File: src/rtl/bfly_pkg.sv
package bfly_pkg;

    // Sample width and fraction width of the Q1.15 format
    localparam int unsigned CW     = 16;
    localparam int unsigned FRAC_W = CW - 1;
    // Width of a complex-multiply accumulator: two full products plus a carry
    localparam int unsigned PW     = 2 * CW + 1;

    typedef logic signed [CW-1:0] samp_t;

    typedef struct packed {
        samp_t re;
        samp_t im;
    } cplx_t;

endpackage

File: src/rtl/bfly_addsub.sv
module bfly_addsub
    import bfly_pkg::*;
(
    input  cplx_t op_a,
    input  cplx_t op_b,
    output cplx_t half_sum,
    output cplx_t half_dif
);

    // One guard bit, then an arithmetic shift right by one (floor of x/2)
    function automatic samp_t halve(input logic signed [CW:0] v);
        logic signed [CW:0] sh;
        sh = v >>> 1;
        return samp_t'(sh);
    endfunction

    logic signed [CW:0] s_re, s_im, d_re, d_im;

    always_comb begin
        s_re = {op_a.re[CW-1], op_a.re} + {op_b.re[CW-1], op_b.re};
        s_im = {op_a.im[CW-1], op_a.im} + {op_b.im[CW-1], op_b.im};
        d_re = {op_a.re[CW-1], op_a.re} - {op_b.re[CW-1], op_b.re};
        d_im = {op_a.im[CW-1], op_a.im} - {op_b.im[CW-1], op_b.im};
        half_sum.re = halve(s_re);
        half_sum.im = halve(s_im);
        half_dif.re = halve(d_re);
        half_dif.im = halve(d_im);
    end

endmodule

File: src/rtl/bfly_cmul.sv
module bfly_cmul
    import bfly_pkg::*;
(
    input  cplx_t x,
    input  cplx_t w,
    output cplx_t y
);

    localparam samp_t SAT_HI = samp_t'((2 ** (CW - 1)) - 1);
    localparam samp_t SAT_LO = samp_t'(-(2 ** (CW - 1)));

    // Scale a Q2.30 accumulator to Q1.15 and clamp it
    function automatic samp_t scale_sat(input logic signed [PW-1:0] acc);
        logic signed [PW-1:0] sh;
        logic                 ovf;
        sh  = acc >>> FRAC_W;
        ovf = !((&sh[PW-1:CW-1]) || !(|sh[PW-1:CW-1]));
        if (ovf) begin
            return sh[PW-1] ? SAT_LO : SAT_HI;
        end
        return samp_t'(sh[CW-1:0]);
    endfunction

    logic signed [2*CW-1:0] p_rr, p_ii, p_ri, p_ir;
    logic signed [PW-1:0]   acc_re, acc_im;

    always_comb begin
        p_rr   = x.re * w.re;
        p_ii   = x.im * w.im;
        p_ri   = x.re * w.im;
        p_ir   = x.im * w.re;
        acc_re = PW'(p_rr) - PW'(p_ii);
        acc_im = PW'(p_ri) + PW'(p_ir);
        y.re   = scale_sat(acc_re);
        y.im   = scale_sat(acc_im);
    end

endmodule

File: src/rtl/bfly_scratch.sv
module bfly_scratch
    import bfly_pkg::*;
#(
    parameter  int unsigned DEPTH = 16,
    localparam int unsigned AW    = (DEPTH > 1) ? $clog2(DEPTH) : 1
) (
    input  logic          clk,
    input  logic          rst_n,
    input  logic [AW-1:0] addr,
    input  logic          wr_en,
    input  logic          clr_en,
    input  cplx_t         wr_data,
    output cplx_t         rd_data,
    output logic          rd_full
);

    typedef struct packed {
        cplx_t [DEPTH-1:0] mem;
        logic  [DEPTH-1:0] full;
    } scr_state_t;

    scr_state_t st_d, st_q;

    // Read phase sees the registered contents; write lands at the clock edge
    assign rd_data = st_q.mem[addr];
    assign rd_full = st_q.full[addr];

    always_comb begin
        st_d = st_q;
        if (wr_en) begin
            st_d.mem[addr]  = wr_data;
            st_d.full[addr] = 1'b1;
        end else if (clr_en) begin
            st_d.full[addr] = 1'b0;
        end
    end

    always_ff @(posedge clk) begin
        if (!rst_n) begin
            st_q <= '0;
        end else begin
            st_q <= st_d;
        end
    end

endmodule

File: src/rtl/bfly_deferred.sv
module bfly_deferred
    import bfly_pkg::*;
#(
    parameter  int unsigned SCR_DEPTH = 16,
    localparam int unsigned SCR_AW    = (SCR_DEPTH > 1) ? $clog2(SCR_DEPTH) : 1
) (
    input  logic                clk,
    input  logic                rst_n,
    input  logic                in_valid,
    input  logic                mode_direct,
    input  logic                drain,
    input  logic [SCR_AW-1:0]   slot,
    input  logic signed [15:0]  a_re,
    input  logic signed [15:0]  a_im,
    input  logic signed [15:0]  b_re,
    input  logic signed [15:0]  b_im,
    input  logic signed [15:0]  tw_re,
    input  logic signed [15:0]  tw_im,
    output logic                sum_we,
    output logic signed [15:0]  sum_re,
    output logic signed [15:0]  sum_im,
    output logic                prod_we,
    output logic signed [15:0]  prod_re,
    output logic signed [15:0]  prod_im
);

    typedef struct packed {
        logic  sum_we;
        cplx_t sum;
        logic  prod_we;
        cplx_t prod;
    } out_state_t;

    out_state_t st_d, st_q;

    cplx_t op_a, op_b, tw;
    cplx_t half_sum, half_dif;
    cplx_t scr_rd, mul_src, mul_res;
    logic  scr_full;
    logic  do_butterfly, do_store, do_clear, do_mul;

    assign op_a = '{re: a_re,  im: a_im};
    assign op_b = '{re: b_re,  im: b_im};
    assign tw   = '{re: tw_re, im: tw_im};

    bfly_addsub u_addsub (
        .op_a     (op_a),
        .op_b     (op_b),
        .half_sum (half_sum),
        .half_dif (half_dif)
    );

    // Operation decode
    always_comb begin
        do_butterfly = in_valid && !drain;
        do_store     = do_butterfly && !mode_direct;
        do_clear     = in_valid && drain;
        if (do_butterfly && mode_direct) begin
            mul_src = half_dif;
            do_mul  = 1'b1;
        end else begin
            mul_src = scr_rd;
            do_mul  = in_valid && scr_full;
        end
    end

    bfly_scratch #(
        .DEPTH (SCR_DEPTH)
    ) u_scratch (
        .clk     (clk),
        .rst_n   (rst_n),
        .addr    (slot),
        .wr_en   (do_store),
        .clr_en  (do_clear),
        .wr_data (half_dif),
        .rd_data (scr_rd),
        .rd_full (scr_full)
    );

    bfly_cmul u_cmul (
        .x (mul_src),
        .w (tw),
        .y (mul_res)
    );

    always_comb begin
        st_d         = st_q;
        st_d.sum_we  = 1'b0;
        st_d.prod_we = 1'b0;
        if (do_butterfly) begin
            st_d.sum_we = 1'b1;
            st_d.sum    = half_sum;
        end
        if (do_mul) begin
            st_d.prod_we = 1'b1;
            st_d.prod    = mul_res;
        end
    end

    always_ff @(posedge clk) begin
        if (!rst_n) begin
            st_q <= '0;
        end else begin
            st_q <= st_d;
        end
    end

    assign sum_we  = st_q.sum_we;
    assign sum_re  = st_q.sum.re;
    assign sum_im  = st_q.sum.im;
    assign prod_we = st_q.prod_we;
    assign prod_re = st_q.prod.re;
    assign prod_im = st_q.prod.im;

endmodule

File: config.mk
export PLATFORM = sky130hd
export DESIGN_NAME = bfly_deferred
export DESIGN_NICKNAME = d
export VERILOG_FILES = /design/src/rtl/bfly_pkg.sv /design/src/rtl/bfly_addsub.sv /design/src/rtl/bfly_cmul.sv /design/src/rtl/bfly_scratch.sv /design/src/rtl/bfly_deferred.sv
export SDC_FILE = /design/constraint.sdc
export NUM_CORES = 2
export LEC_CHECK = 0
export ABC_CLOCK_PERIOD_IN_PS = 12800
export BUFFER_PORTS_ARGS = -buffer_cell sky130_fd_sc_hd__buf_2
export CORE_ASPECT_RATIO = 1.75
export CORE_UTILIZATION = 66
export DETAILED_ROUTE_END_ITERATION = 10
export GPL_TIMING_DRIVEN = 0
export PLACE_DENSITY = 0.84
export SYNTH_ARGS = -nofsm -noshare
export SYNTH_HDL_FRONTEND = slang
export SYNTH_SLANG_ARGS = --single-unit
File: constraint.sdc
create_clock -name clk -period 12.8 [get_ports clk]
set_input_delay 0.64 -clock clk [delete_from_list [all_inputs] [get_ports clk]]
set_output_delay 0.64 -clock clk [all_outputs]
set_load 0.03 [all_outputs]
==> results of run 1 <==
routing by layer:
| layer | GRT overflow | global-route usage |
|---|---|---|
| met5 | 0 | 0.0546 |
| met4 | 10 | 0.661 |
| met3 | 0 | 0.308 |
| met2 | 7 | 0.890 |
| met1 | 0 | 0.585 |
logic make-up after synthesis:
logic type | after synthesis | share of synthesized area
AOI/OAI and AO/OA | 898 | 0.0767
xor gates and xnor gates | 137 | 0.0180
adders and majority gates | 1538 | 0.412
buffers and inverters | 1848 | 0.103
DFF | 594 | 0.176
muxes | 177 | 0.0559
and+or+nand+nor | 2393 | 0.158
stage by stage:
step	hold WS, ns	instances	worst slack, ns	instance area, sq um	util
after floorplan	0.433	7585	2.26	67700	-
after detailed placement	0.443	9099	-1.31	70400	0.692
after CTS	0.449	9189	0.0785	72200	0.709
after global placement	0.438	9087	-1.23	70200	0.690
repair_timing:
action	CTS
pin swaps	0
endpoints found under the hold margin	0
setup endpoints to repair	26
hold buffers	0
resized for setup	7
==> impl_metrics.csv, run 1 <==
group,metric,value,unit
floorplan,std_cell_rows,155,
logic_synthesis,yosysMostFrequentCell,"inv_1",
logic_synthesis,synth_edf_count,0,
logic_synthesis,avgSynthCellArea,8.93,sq um
logic_synthesis,yosysSeqAreaShare,0.176,
logic_synthesis,synth_area_leaders,"fa_1, dfxtp_1, inv_1, ha_1, nand2_1",
logic_synthesis,syn_nets,9228,
placement,place_congestion,1.10,
logic_synthesis,synth-seq-cells,594,
floorplan,chipWidth,244,microns
logic_synthesis,yosysTopAreaCell,"fa_1",
logic_synthesis,yosys_most_used_dff,"dfxtp_1",
placement,hpwlAfterDp,220000,microns
global_routing,grt_overflow,17,
clock_network,htree_levels,2,
status,lastStage,"5_1_grt",
clock_network,cts.sinks,594,
clock_network,numCtsBuffers,49,
clock_network,cts.root.buffer_cell,"clkbuf_16",
global_routing,grt_start_max_net_pins,18,
placement,portBuffers,168,
logic_synthesis,synth_warnings,0,
logic_synthesis,syn_area,0.0677,sq mm
logic_synthesis,synthCells,7585,
global_routing,grt_pass1_wl,452000,microns
floorplan,num_io_pins,171,
clock_network,cts_setup_buffers,0,
status,error_line,"[ERROR GRT-0116] Global routing finished with congestion. Check the congestion regions in the DRC Viewer.",
logic_synthesis,netlist_top_cells_count,"inv_1, nand2_1, fa_1",
floorplan,start_util,0.665,
global_routing,track_usage,0.608,
logic_synthesis,synth_top_area_frac,0.341,
global_routing,grt_pass1_vias,64900,
status,outcome,"stopped before the end",
clock_network,cts.path.max_buffers,3,
logic_synthesis,synthDistinctLibCells,81,
floorplan,die_height,426,microns
logic_synthesis,async_flop_share,0,
==> inputs of run 2 (changes only) <==
--- a/config.mk
+++ b/config.mk
@@ -7,11 +7,10 @@
 export LEC_CHECK = 0
 export ABC_CLOCK_PERIOD_IN_PS = 12800
 export BUFFER_PORTS_ARGS = -buffer_cell sky130_fd_sc_hd__buf_2
-export CORE_ASPECT_RATIO = 1.75
-export CORE_UTILIZATION = 66
+export CORE_UTILIZATION = 40
 export DETAILED_ROUTE_END_ITERATION = 10
 export GPL_TIMING_DRIVEN = 0
-export PLACE_DENSITY = 0.84
+export PLACE_DENSITY_LB_ADDON = 0.15
 export SYNTH_ARGS = -nofsm -noshare
 export SYNTH_HDL_FRONTEND = slang
 export SYNTH_SLANG_ARGS = --single-unit
==> run 2 against run 1 <==
Net effect: the flow now finishes, with violations (max-capacitance violations, max-slew violations); synthesized cell count is the same; area after synthesis is the same.
==> impl_metrics.csv, run 2 <==
group,metric,value,unit
route,drc_errors,0,
global_routing,antenna_found_initial,36,
clock_network,clk_latency,0.71,ns
status,violations,"max-capacitance violations, max-slew violations",
global_routing,grt_start_max_net_pins,21,
finish,largest_register_ffs,512,
critical_path,cp.arrival,13.01,ns
placement,place_ws,-1.38,ns
clock_network,tritoncts,"yes",
finish,mostFrequentLayoutCell,"inv_1",
critical_path,crit_type,"in -> reg",
timing,slew-limit-headroom,-0.0960,
status,outcome,"finished with violations",
finish,regArea,0.0119,sq mm
timing,hold_viol,0,
clock_network,cts.hold.buffers_added,0,
finish,drive_gt1_frac,0.0685,
logic_synthesis,synth_edf_count,0,
hold_path,hold_class,"in -> reg",
timing,period_needed,12.46,ns
logic_synthesis,synthDistinctLibCells,81,
critical_path,worst_setup_path_start_kind,"primary input",
route,drt-total-wl,258000,microns
clock_network,cts.sinks,594,
timing,max_freq,80.3,MHz
logic_synthesis,yosysSeqAreaShare,0.176,
finish,synthToLayoutAreaGrowth,9.14,%
critical_path,crit_slowest_cell,"clkdlybuf4s15_2",
timing,fin_tns_setup,0,ns
timing,setup_viol,0,
logic_synthesis,synth_warnings,0,
placement,portBuffers,168,
logic_synthesis,netlist_top_cells_count,"inv_1, nand2_1, fa_1",
route,via_per_inst,5.32,
finish,multi_input_area,0.0490,sq mm
finish,finalNetCount,9470,
global_routing,met2_usage,0.519,
global_routing,grt_pass1_vias,55600,
logic_synthesis,synthCells,7585,
power,power.density,230,mW/mm^2
clock_network,cts.root.buffer_cell,"clkbuf_16",
logic_synthesis,synth_area_leaders,"fa_1, dfxtp_1, inv_1, ha_1, nand2_1",
placement,dp.cells,9970,
floorplan,chipWidth,413,microns
logic_synthesis,syn_nets,9228,
logic_synthesis,yosysMostFrequentCell,"inv_1",
floorplan,std_cell_rows,150,
finish,final_cell_mix,"inv_1, nand2_1, fa_1",
route,detail_route.wl_per_cell,25.5,microns
timing,period_share,0.973,
global_routing,grt_overflow,0,
floorplan,die_height,413,microns
clock_network,cts.path.max_buffers,3,
route,vias,53800,
route,antenna_left,0,
finish,fillers,17000,
power,ir_drop,536,uV
finish,instances_no_fill,10100,
logic_synthesis,synth_top_area_frac,0.341,
logic_synthesis,avgSynthCellArea,8.93,sq um
power,leakage,32.9,nW
floorplan,dieArea,0.171,sq mm
timing,fin_skew,0.102,ns
finish,top_register,"u_scratch.st_q",
placement,place_congestion,0.987,
placement,hpwlAfterDp,214000,microns
critical_path,crit_top_cell,"fa_1",
floorplan,core-area,0.168,sq mm
global_routing,use_met3,0.0485,
global_routing,grt.met1_usage,0.366,
run,cap_violations,2,
floorplan,num_io_pins,171,
global_routing,busiest_layer,"met2",
global_routing,track_usage,0.307,
logic_synthesis,synth-seq-cells,594,
timing,slew_viol_final,20,
logic_synthesis,syn_area,0.0677,sq mm
logic_synthesis,yosysTopAreaCell,"fa_1",
clock_network,clkTransAtPathRegs,0.07,ns
timing,worstMarginPinSlew,1.63,ns
critical_path,cp_max_fo,10,
critical_path,end_kind,"register",
clock_network,htree_levels,2,
timing,hold_slack,0.417,ns
route,drt-initial-drc-count,4424,
critical_path,required,13.35,ns
critical_path,cpPeakStageDelay,0.61,ns
logic_synthesis,async_flop_share,0,
global_routing,grt_pass1_wl,376000,microns
timing,postLayoutSetupSlackWorst,0.345,ns
floorplan,start_util,0.404,
logic_synthesis,yosys_most_used_dff,"dfxtp_1",
clock_network,numCtsBuffers,61,
route,drtPass1Iterations,6,
[run 2: cell counts after synthesis]
Identical to the previous run, type by type.
[run 2: cell families (layout without fill, tap and decap cells)]
logic type	after synthesis	in the layout	share of synthesized area
adder cells (fa/ha/maj)	1538	1538	0.412
AND/OR/NAND/NOR	2393	2393	0.158
buffers and inverters	1848	2141	0.103
multiplexers	177	177	0.0559
AO/OA/AOI/OAI	898	898	0.0767
flip-flops	594	594	0.176
other	0	29	0
XOR/XNOR	137	137	0.0180
[run 2: timing repair]
action / in CTS / in global routing
resized for setup: 11 / 14
setup endpoints to repair: 32 / 31
pin swaps: 0 / 0
buffers inserted: 0 / 0
[run 2: worst max-delay path, delay by kind of cell]
family	cells	cell delay, ns
fa+ha+maj	9	4.31
mux	2	0.97
xor+xnor	1	0.13
compound gates	6	1.84
buf+inv	11	3.23
simple gates	7	1.83
[run 2: path summary, 6_finish.rpt]
path | startpoint | to | slack (ns) | depth (start not counted)
setup / recovery | slot[1] | prod_im[10]$_SDFFE_PN0P_ | 0.34 | 36
hold / removal | b_re[15] | sum_re[15]$_SDFFE_PN0P_ | 0.42 | 4
setup reg to reg | u_scratch.st_q[255]$_SDFFE_PN0P_ | prod_re[5]$_SDFFE_PN0P_ | 1.86 | 33
hold reg to reg | u_scratch.st_q[118]$_SDFFE_PN0P_ | u_scratch.st_q[118]$_SDFFE_PN0P_ | 0.45 | 2
[run 2: routing by layer]
| layer | part of all wire | vias up |
|---|---|---|
| li1 | - | 23700 |
| met1 | 0.38 | 27400 |
| met2 | 0.49 | 1972 |
| met3 | 0.066 | 621 |
| met4 | 0.070 | 16 |
| met5 | 0.00036 | - |
[run 2: final cells by class]
class | count | area share
buffer | 470 | 0.0250
sequential | 594 | 0.161
antenna | 29 | 0.000982
clock buffer | 92 | 0.0245
timing repair buffer | 181 | 0.0136
inverter | 1376 | 0.0699
multi-input combinational | 5143 | 0.663
tap | 2204 | 0.0373
clock inverter | 22 | 0.00538
[run 2: stage by stage]
| stage | utilization | total power (W) | cell area [sq um] |
|---|---|---|---|
| floorplan | - | 0.0115 | 67700 |
| global placement | 0.426 | 0.0149 | 71300 |
| detailed placement | 0.427 | 0.0150 | 71600 |
| CTS | 0.440 | 0.0171 | 73800 |
| global route | 0.441 | 0.0188 | 73900 |
| finish | 0.441 | 0.0170 | 73900 |
[run 2: report_power, final]
part / internal [W] / switching, W
Sequential: 0.00189 / 0.0000285
Clock: 0.00114 / 0.000837
Combinational: 0.00507 / 0.00799
Note: power is estimated with default switching activity, not from simulation.
